[src/rtl/fx_alu_pkg.sv]
package fx_alu_pkg;

  typedef enum logic [1:0] {
    OP_ADD  = 2'b00,
    OP_SUB  = 2'b01,
    OP_AVG  = 2'b10,
    OP_NONE = 2'b11
  } aluOp_e;

  // status word bit positions
  localparam int ST_ZERO  = 0;
  localparam int ST_NEG   = 1;
  localparam int ST_OVF   = 2;
  localparam int ST_CARRY = 3;
  localparam int ST_INV   = 4;
  localparam int ST_W     = 5;

  // accumulated flag positions
  localparam int SK_OVF   = 0;
  localparam int SK_CARRY = 1;
  localparam int SK_W     = 2;

  typedef struct packed {
    logic   load;    // capture result and status
    aluOp_e op;      // operation to perform
    logic   sat;     // clamp on overflow
    logic   stkClr;  // clear accumulated flags
    logic   stkSet;  // OR new flags into accumulated flags
  } aluCtl_t;

endpackage

[src/rtl/fx_alu_ctrl.sv]
module fx_alu_ctrl
  import fx_alu_pkg::*;
(
  input  logic       opValid,
  input  logic [1:0] opCode,
  input  logic       satMode,
  input  logic       stickyClr,
  output aluCtl_t    ctl
);

  aluOp_e opDec;

  always_comb begin
    opDec      = aluOp_e'(opCode);
    ctl.op     = opDec;
    ctl.sat    = satMode;
    ctl.load   = opValid && (opDec != OP_NONE);
    ctl.stkClr = stickyClr;
    // a clear in the same cycle suppresses the set
    ctl.stkSet = opValid && (opDec != OP_NONE) && !stickyClr;
  end

endmodule

[src/rtl/fx_alu_dp.sv]
module fx_alu_dp
  import fx_alu_pkg::*;
#(
  parameter int DATA_W = 32
) (
  input  logic              clk,
  input  logic              rstN,
  input  aluCtl_t           ctl,
  input  logic [DATA_W-1:0] a,
  input  logic [DATA_W-1:0] b,
  output logic [DATA_W-1:0] resQ,
  output logic [ST_W-1:0]   statQ,
  output logic [SK_W-1:0]   stkQ
);

  localparam int SUM_W = DATA_W + 1;
  localparam logic [DATA_W-1:0] MAX_POS = {1'b0, {(DATA_W-1){1'b1}}};
  localparam logic [DATA_W-1:0] MAX_NEG = {1'b1, {(DATA_W-1){1'b0}}};

  logic [DATA_W-1:0] bOp;
  logic [SUM_W-1:0]  uSum;
  logic [SUM_W-1:0]  sSum;
  logic [DATA_W-1:0] rawRes;
  logic [DATA_W-1:0] finRes;
  logic              carryN;
  logic              ovfN;
  logic              clampN;
  logic [ST_W-1:0]   statN;

  always_comb begin
    bOp  = (ctl.op == OP_SUB) ? ~b : b;
    uSum = {1'b0, a} + {1'b0, bOp} + {{DATA_W{1'b0}}, (ctl.op == OP_SUB)};
    sSum = {a[DATA_W-1], a} + {b[DATA_W-1], b};

    if (ctl.op == OP_AVG) begin
      rawRes = sSum[SUM_W-1:1];
      carryN = sSum[0];
      ovfN   = 1'b0;
    end else begin
      rawRes = uSum[DATA_W-1:0];
      carryN = uSum[DATA_W];
      ovfN   = (a[DATA_W-1] == bOp[DATA_W-1]) && (rawRes[DATA_W-1] != a[DATA_W-1]);
    end

    clampN = ctl.sat && ovfN;
    finRes = clampN ? (a[DATA_W-1] ? MAX_NEG : MAX_POS) : rawRes;

    statN           = '0;
    statN[ST_ZERO]  = (finRes == '0);
    statN[ST_NEG]   = finRes[DATA_W-1];
    statN[ST_OVF]   = ovfN;
    statN[ST_CARRY] = carryN;
    statN[ST_INV]   = 1'b0;
  end

  always_ff @(posedge clk or negedge rstN) begin
    if (!rstN) begin
      resQ  <= '0;
      statQ <= '0;
    end else if (ctl.load) begin
      resQ  <= finRes;
      statQ <= statN;
    end
  end

  always_ff @(posedge clk or negedge rstN) begin
    if (!rstN) begin
      stkQ <= '0;
    end else if (ctl.stkClr) begin
      stkQ <= '0;
    end else if (ctl.stkSet) begin
      stkQ[SK_OVF]   <= stkQ[SK_OVF] | ovfN;
      stkQ[SK_CARRY] <= stkQ[SK_CARRY] | carryN;
    end
  end

  // invalid never raised for fixed-point work
  a_r5_invalid_zero: assert property (@(posedge clk) disable iff (!rstN)
    statQ[ST_INV] == 1'b0);

  // clamped results sit at an extreme and still flag overflow
  a_r6_sat_bound: assert property (@(posedge clk) disable iff (!rstN)
    (ctl.load && ctl.sat && ovfN) |=>
      ((resQ == MAX_POS) || (resQ == MAX_NEG)) && statQ[ST_OVF]);

  // average never overflows
  a_r8_avg_no_ovf: assert property (@(posedge clk) disable iff (!rstN)
    (ctl.load && ctl.op == OP_AVG) |=> !statQ[ST_OVF]);

  // zero/negative describe the stored result
  a_r4_flags_match: assert property (@(posedge clk) disable iff (!rstN)
    ctl.load |=> (statQ[ST_ZERO] == (resQ == '0)) && (statQ[ST_NEG] == resQ[DATA_W-1]));

  // accumulated bits never drop without a clear
  a_r9_sticky_hold: assert property (@(posedge clk) disable iff (!rstN)
    !ctl.stkClr |=> ((stkQ & $past(stkQ)) == $past(stkQ)));

  // clear empties the accumulated flags
  a_r10_clr_wins: assert property (@(posedge clk) disable iff (!rstN)
    ctl.stkClr |=> (stkQ == '0));

  // no accepted operation, no change
  a_r11_hold: assert property (@(posedge clk) disable iff (!rstN)
    !ctl.load |=> ($stable(resQ) && $stable(statQ)));

endmodule

[src/rtl/fx_sat_alu.sv]
module fx_sat_alu
  import fx_alu_pkg::*;
#(
  parameter int DATA_W = 32
) (
  input  logic              clk,
  input  logic              rstN,
  input  logic              opValid,
  input  logic [1:0]        opCode,
  input  logic              satMode,
  input  logic              stickyClr,
  input  logic [DATA_W-1:0] opA,
  input  logic [DATA_W-1:0] opB,
  output logic [DATA_W-1:0] result,
  output logic [ST_W-1:0]   arithStat,
  output logic [SK_W-1:0]   stickyStat
);

  aluCtl_t ctl;

  fx_alu_ctrl u_ctrl (
    .opValid   (opValid),
    .opCode    (opCode),
    .satMode   (satMode),
    .stickyClr (stickyClr),
    .ctl       (ctl)
  );

  fx_alu_dp #(.DATA_W(DATA_W)) u_dp (
    .clk   (clk),
    .rstN  (rstN),
    .ctl   (ctl),
    .a     (opA),
    .b     (opB),
    .resQ  (result),
    .statQ (arithStat),
    .stkQ  (stickyStat)
  );

endmodule

[config.mk]
export PLATFORM = sky130hd
export DESIGN_NAME = fx_sat_alu
export DESIGN_NICKNAME = d
export VERILOG_FILES = /design/src/rtl/fx_alu_pkg.sv /design/src/rtl/fx_alu_ctrl.sv /design/src/rtl/fx_alu_dp.sv /design/src/rtl/fx_sat_alu.sv
export SDC_FILE = /design/constraint.sdc
export NUM_CORES = 1
export LEC_CHECK = 0
export ABC_AREA = 0
export ABC_CLOCK_PERIOD_IN_PS = 1650
export BUFFER_PORTS_ARGS = -buffer_cell sky130_fd_sc_hd__buf_4
export CORE_MARGIN = 2
export CORE_UTILIZATION = 53
export CTS_BUF_LIST = sky130_fd_sc_hd__clkbuf_8
export CTS_CLUSTER_SIZE = 8
export DETAILED_ROUTE_END_ITERATION = 16
export HOLD_SLACK_MARGIN = 0.06
export PLACE_DENSITY = 0.77
export SLEW_MARGIN = 20
export SYNTH_ARGS = -nofsm -noshare
export SYNTH_HDL_FRONTEND = slang
export SYNTH_SLANG_ARGS = --single-unit
export TNS_END_PERCENT = 20
[constraint.sdc]
create_clock -name clk -period 1.65 [get_ports clk]
set_input_delay 0.0825 -clock clk [delete_from_list [all_inputs] [get_ports clk]]
set_output_delay 0.0825 -clock clk [all_outputs]
set_load 0.03 [all_outputs]
==> impl_metrics.json <==
{
  "status": "finished with violations",
  "failed_checks": "setup timing",
  "post-synth-top-count-cell": "sky130_fd_sc_hd__nand2_1",
  "finalHoldViolations": 0,
  "io_buffers": 108,
  "holdCritPathClass": "primary input to register",
  "post_synth_instance_area_sq_um": 6020,
  "final-setup-viol-count": 37,
  "leading_post_synthesis_cells_by_instance_count": "sky130_fd_sc_hd__nand2_1 (99), sky130_fd_sc_hd__a21oi_1 (77), sky130_fd_sc_hd__o21ai_0 (75), sky130_fd_sc_hd__ha_1 (64), sky130_fd_sc_hd__xnor2_1 (54)",
  "drt_iter0_markers": 1648,
  "route.detailed.vias_per_inst": 6.804,
  "critical_path.startpoint": "opCode[1]",
  "max_root_sink_buffers": 2,
  "num_vias": 9076,
  "clock_insertion_delay_worst_skew_ns": 0.31,
  "final_critical_path_share_of_the_clock_period_pct": 239.7,
  "finalHoldWorstSlack_ns": 0.2260,
  "cts_tree": "done",
  "cts.sinks": 37,
  "peakVddDrop_uv": 1187,
  "r2r-start": "u_dp.resQ[10]",
  "avgRoutedWirePerCell_um": 23.39,
  "die_w_um": 110.6,
  "worstPathArrival_ns": 4.21,
  "initial_utilization_pct": 54.81,
  "final-seq-area_sq_um": 925.9,
  "setup-tns-final_ns": -56.07,
  "syn_avg_cell_area_sq_um": 7.468,
  "clkSlewWorstSetupHoldPaths_ns": 0.08,
  "max_clock_freq_mhz": 252.8,
  "synth_top_cells_by_area": "sky130_fd_sc_hd__dfrtp_1 (15%), sky130_fd_sc_hd__ha_1 (13%), sky130_fd_sc_hd__xnor2_1 (7.9%)",
  "multi_input_area_sq_um": 5318,
  "max_cap_viol_count": 0,
  "post_layout_net_count": 1329,
  "floorplan.die.height_um": 110.6,
  "finalWeightedCongestion": 1.006,
  "worst_pin_slew_ns": 0.7277,
  "ff2ff_setup_slack_ns": 0.76,
  "p_leak_nw": 4.846,
  "detailedRoute.firstPassIterationCount": 8,
  "data_required_time_of_the_worst_path_ns": 1.91,
  "route.detailed.drc": 0,
  "synth-async-reset-ratio_pct": 100.0,
  "worst-setup-path-type": "primary input to register",
  "netlist_instances": 806,
  "cts-buffers-inserted": 5,
  "r2r.worst_path.cells": 2,
  "grt_pass1_vias": 8268,
  "wirelength_um": 31200,
  "drive_gt1_share_pct": 43.59,
  "grt_first_pass_wirelength_um": 41410,
  "setup_crit_end": "u_dp.statQ[0]",
  "core_sq_um": 10980,
  "syn_to_final_growth_pct": 64.27,
  "postLayoutSetupSlackWorst_ns": -2.306,
  "final_antenna_net_count": 0,
  "yosysWarnings": 0,
  "critical_path_peak_fanout": 7,
  "h-tree-depth": 2,
  "std_cell_rows": 38,
  "power-per-cell-area_nw_per_um2": 853.9,
  "final_area_sq_um": 9888,
  "seq_area_frac_synth_pct": 15.38,
  "critPathCaptureType": "register",
  "netlist.top_cell.by_area": "sky130_fd_sc_hd__dfrtp_1",
  "nFillCells": 496,
  "grt_overflow": 0,
  "grt_antenna_before_repair": 2,
  "synth_edf_count": 0,
  "pin_count": 110,
  "final-max-slew-violation-count": 0,
  "synth_top_area_share_pct": 15.38,
  "clock_tree.root_cell": "sky130_fd_sc_hd__clkbuf_8",
  "rsz0062_at_grt": "true",
  "postSynthNetCount": 943,
  "timing.clock.skew_ns": 0,
  "ys_ff_latch": 37,
  "synth.lib_cells_used.distinct": 69,
  "post_place_setup_slack_ns": -2.081,
  "yosys_most_used_dff": "sky130_fd_sc_hd__dfrtp_1",
  "period_minus_slack_ns": 3.956,
  "global_route.usage.total_pct": 41.28,
  "dpl_wire_length_um": 19970,
  "crit-reg2reg-capture": "u_dp.resQ[10]",
  "max_slew_margin_pct": 51.27,
  "dieArea_sq_um": 12230,
  "postPlaceCellArea_sq_um": 9021,
  "worstSetupStartpointType": "primary input",
  "grt_start_max_net_pins": 55
}
-- worst max-delay path, cell delays in order --
cell and delay [ns]:
sky130_fd_sc_hd__buf_4 0.12, sky130_fd_sc_hd__nand2b_4 0.22, sky130_fd_sc_hd__clkbuf_16 0.21, sky130_fd_sc_hd__xnor2_1 0.13
sky130_fd_sc_hd__ha_1 0.22, sky130_fd_sc_hd__a211o_1 0.31, sky130_fd_sc_hd__o221ai_4 0.24, sky130_fd_sc_hd__o21ai_2 0.12
sky130_fd_sc_hd__buf_4 0.15, sky130_fd_sc_hd__xor2_1 0.16, sky130_fd_sc_hd__mux2i_1 0.36, sky130_fd_sc_hd__o211ai_1 0.40
sky130_fd_sc_hd__nor4_2 0.40, sky130_fd_sc_hd__or4b_4 0.51, sky130_fd_sc_hd__a211oi_2 0.31, sky130_fd_sc_hd__nand4_1 0.16
sky130_fd_sc_hd__nand2_1 0.10
-- worst min path at each step --
stage / startpoint / to / slack (ns) / cells after the start
3_5_place_dp: rstN / u_dp.resQ[16] / 0.05 / 1
4_1_cts: opCode[1] / u_dp.statQ[2] / 0.22 / 5
6_report: opCode[1] / u_dp.statQ[2] / 0.23 / 5
2_1_floorplan: rstN / u_dp.resQ[0] / -0.21 / 0
3_3_place_gp: rstN / u_dp.resQ[11] / 0.05 / 1
5_1_grt: opCode[1] / u_dp.statQ[2] / 0.21 / 5
-- sequential cells by signal, indices dropped and copies added (netlist names) --
| name | cells |
|---|---|
| u_dp.stkQ | 2 |
| u_dp.resQ | 31 |
| u_dp.statQ | 4 |
-- cell type report --
type	instances	area share [%]
clock inverter	3	0.4429
antenna	1	0.02531
sequential	37	9.364
inverter	18	0.6833
multi-input combinational	706	53.78
clock buffer	5	0.6959
tap	140	1.771
timing repair buffer	424	33.24
-- power breakdown --
| group | leakage [nW] | total [mW] | internal, mW | switching (mW) |
|---|---|---|---|---|
| combinational | 4.33 | 6.22 | 2.76 | 3.47 |
| sequential | 0.459 | 1.35 | 1.14 | 0.206 |
| clock | 0.0585 | 0.875 | 0.454 | 0.420 |
-- layout by cell type (no fill, tap or decap), types with 17 or more instances in the layout --
cell type,instances
sky130_fd_sc_hd__xnor2_1,47
sky130_fd_sc_hd__nand2_1,95
sky130_fd_sc_hd__o21ai_0,46
sky130_fd_sc_hd__inv_1,18
sky130_fd_sc_hd__ha_1,64
sky130_fd_sc_hd__xor2_1,23
sky130_fd_sc_hd__dfrtp_1,37
sky130_fd_sc_hd__nand3_1,17
sky130_fd_sc_hd__a21oi_1,68
sky130_fd_sc_hd__o21ai_1,20
sky130_fd_sc_hd__nor2_1,40
sky130_fd_sc_hd__a21o_1,26
sky130_fd_sc_hd__buf_4,409
-- metal layers --
layer	routed length, um	global-route usage, %	vias to the layer above
met3	3961	6.970	300
met2	13330	69.12	846
met5	33	0	-
li1	-	-	3780
met4	2802	20.42	2
met1	11080	51.24	4148
-- through the flow --
stage,utilization [%],std cells,total power [mW]
2_1_floorplan,-,806,3.996
3_3_place_gp,82.14,1297,6.233
3_5_place_dp,82.14,1297,6.426
4_1_cts,85.49,1312,7.461
5_1_grt,90.01,1333,8.726
6_report,90.03,1334,8.444
-- cell families after synthesis --
logic type | synth area share, %
AOI/OAI and AO/OA | 32.57
and+or+nand+nor | 19.77
xor gates and xnor gates | 11.35
adders and majority gates | 13.97
buffers and inverters | 4.323
DFF | 15.38
muxes | 2.577
other | 0.06230
-- timing repair --
action,CTS,global route
pin swaps,5,24
endpoints found under the setup margin,37,37
hold buffers,3,0
endpoints found under the hold margin,40,0
resized for setup,47,80
buffers inserted,3,19
cloned,1,2
Note: power is estimated with default switching activity, not from simulation.
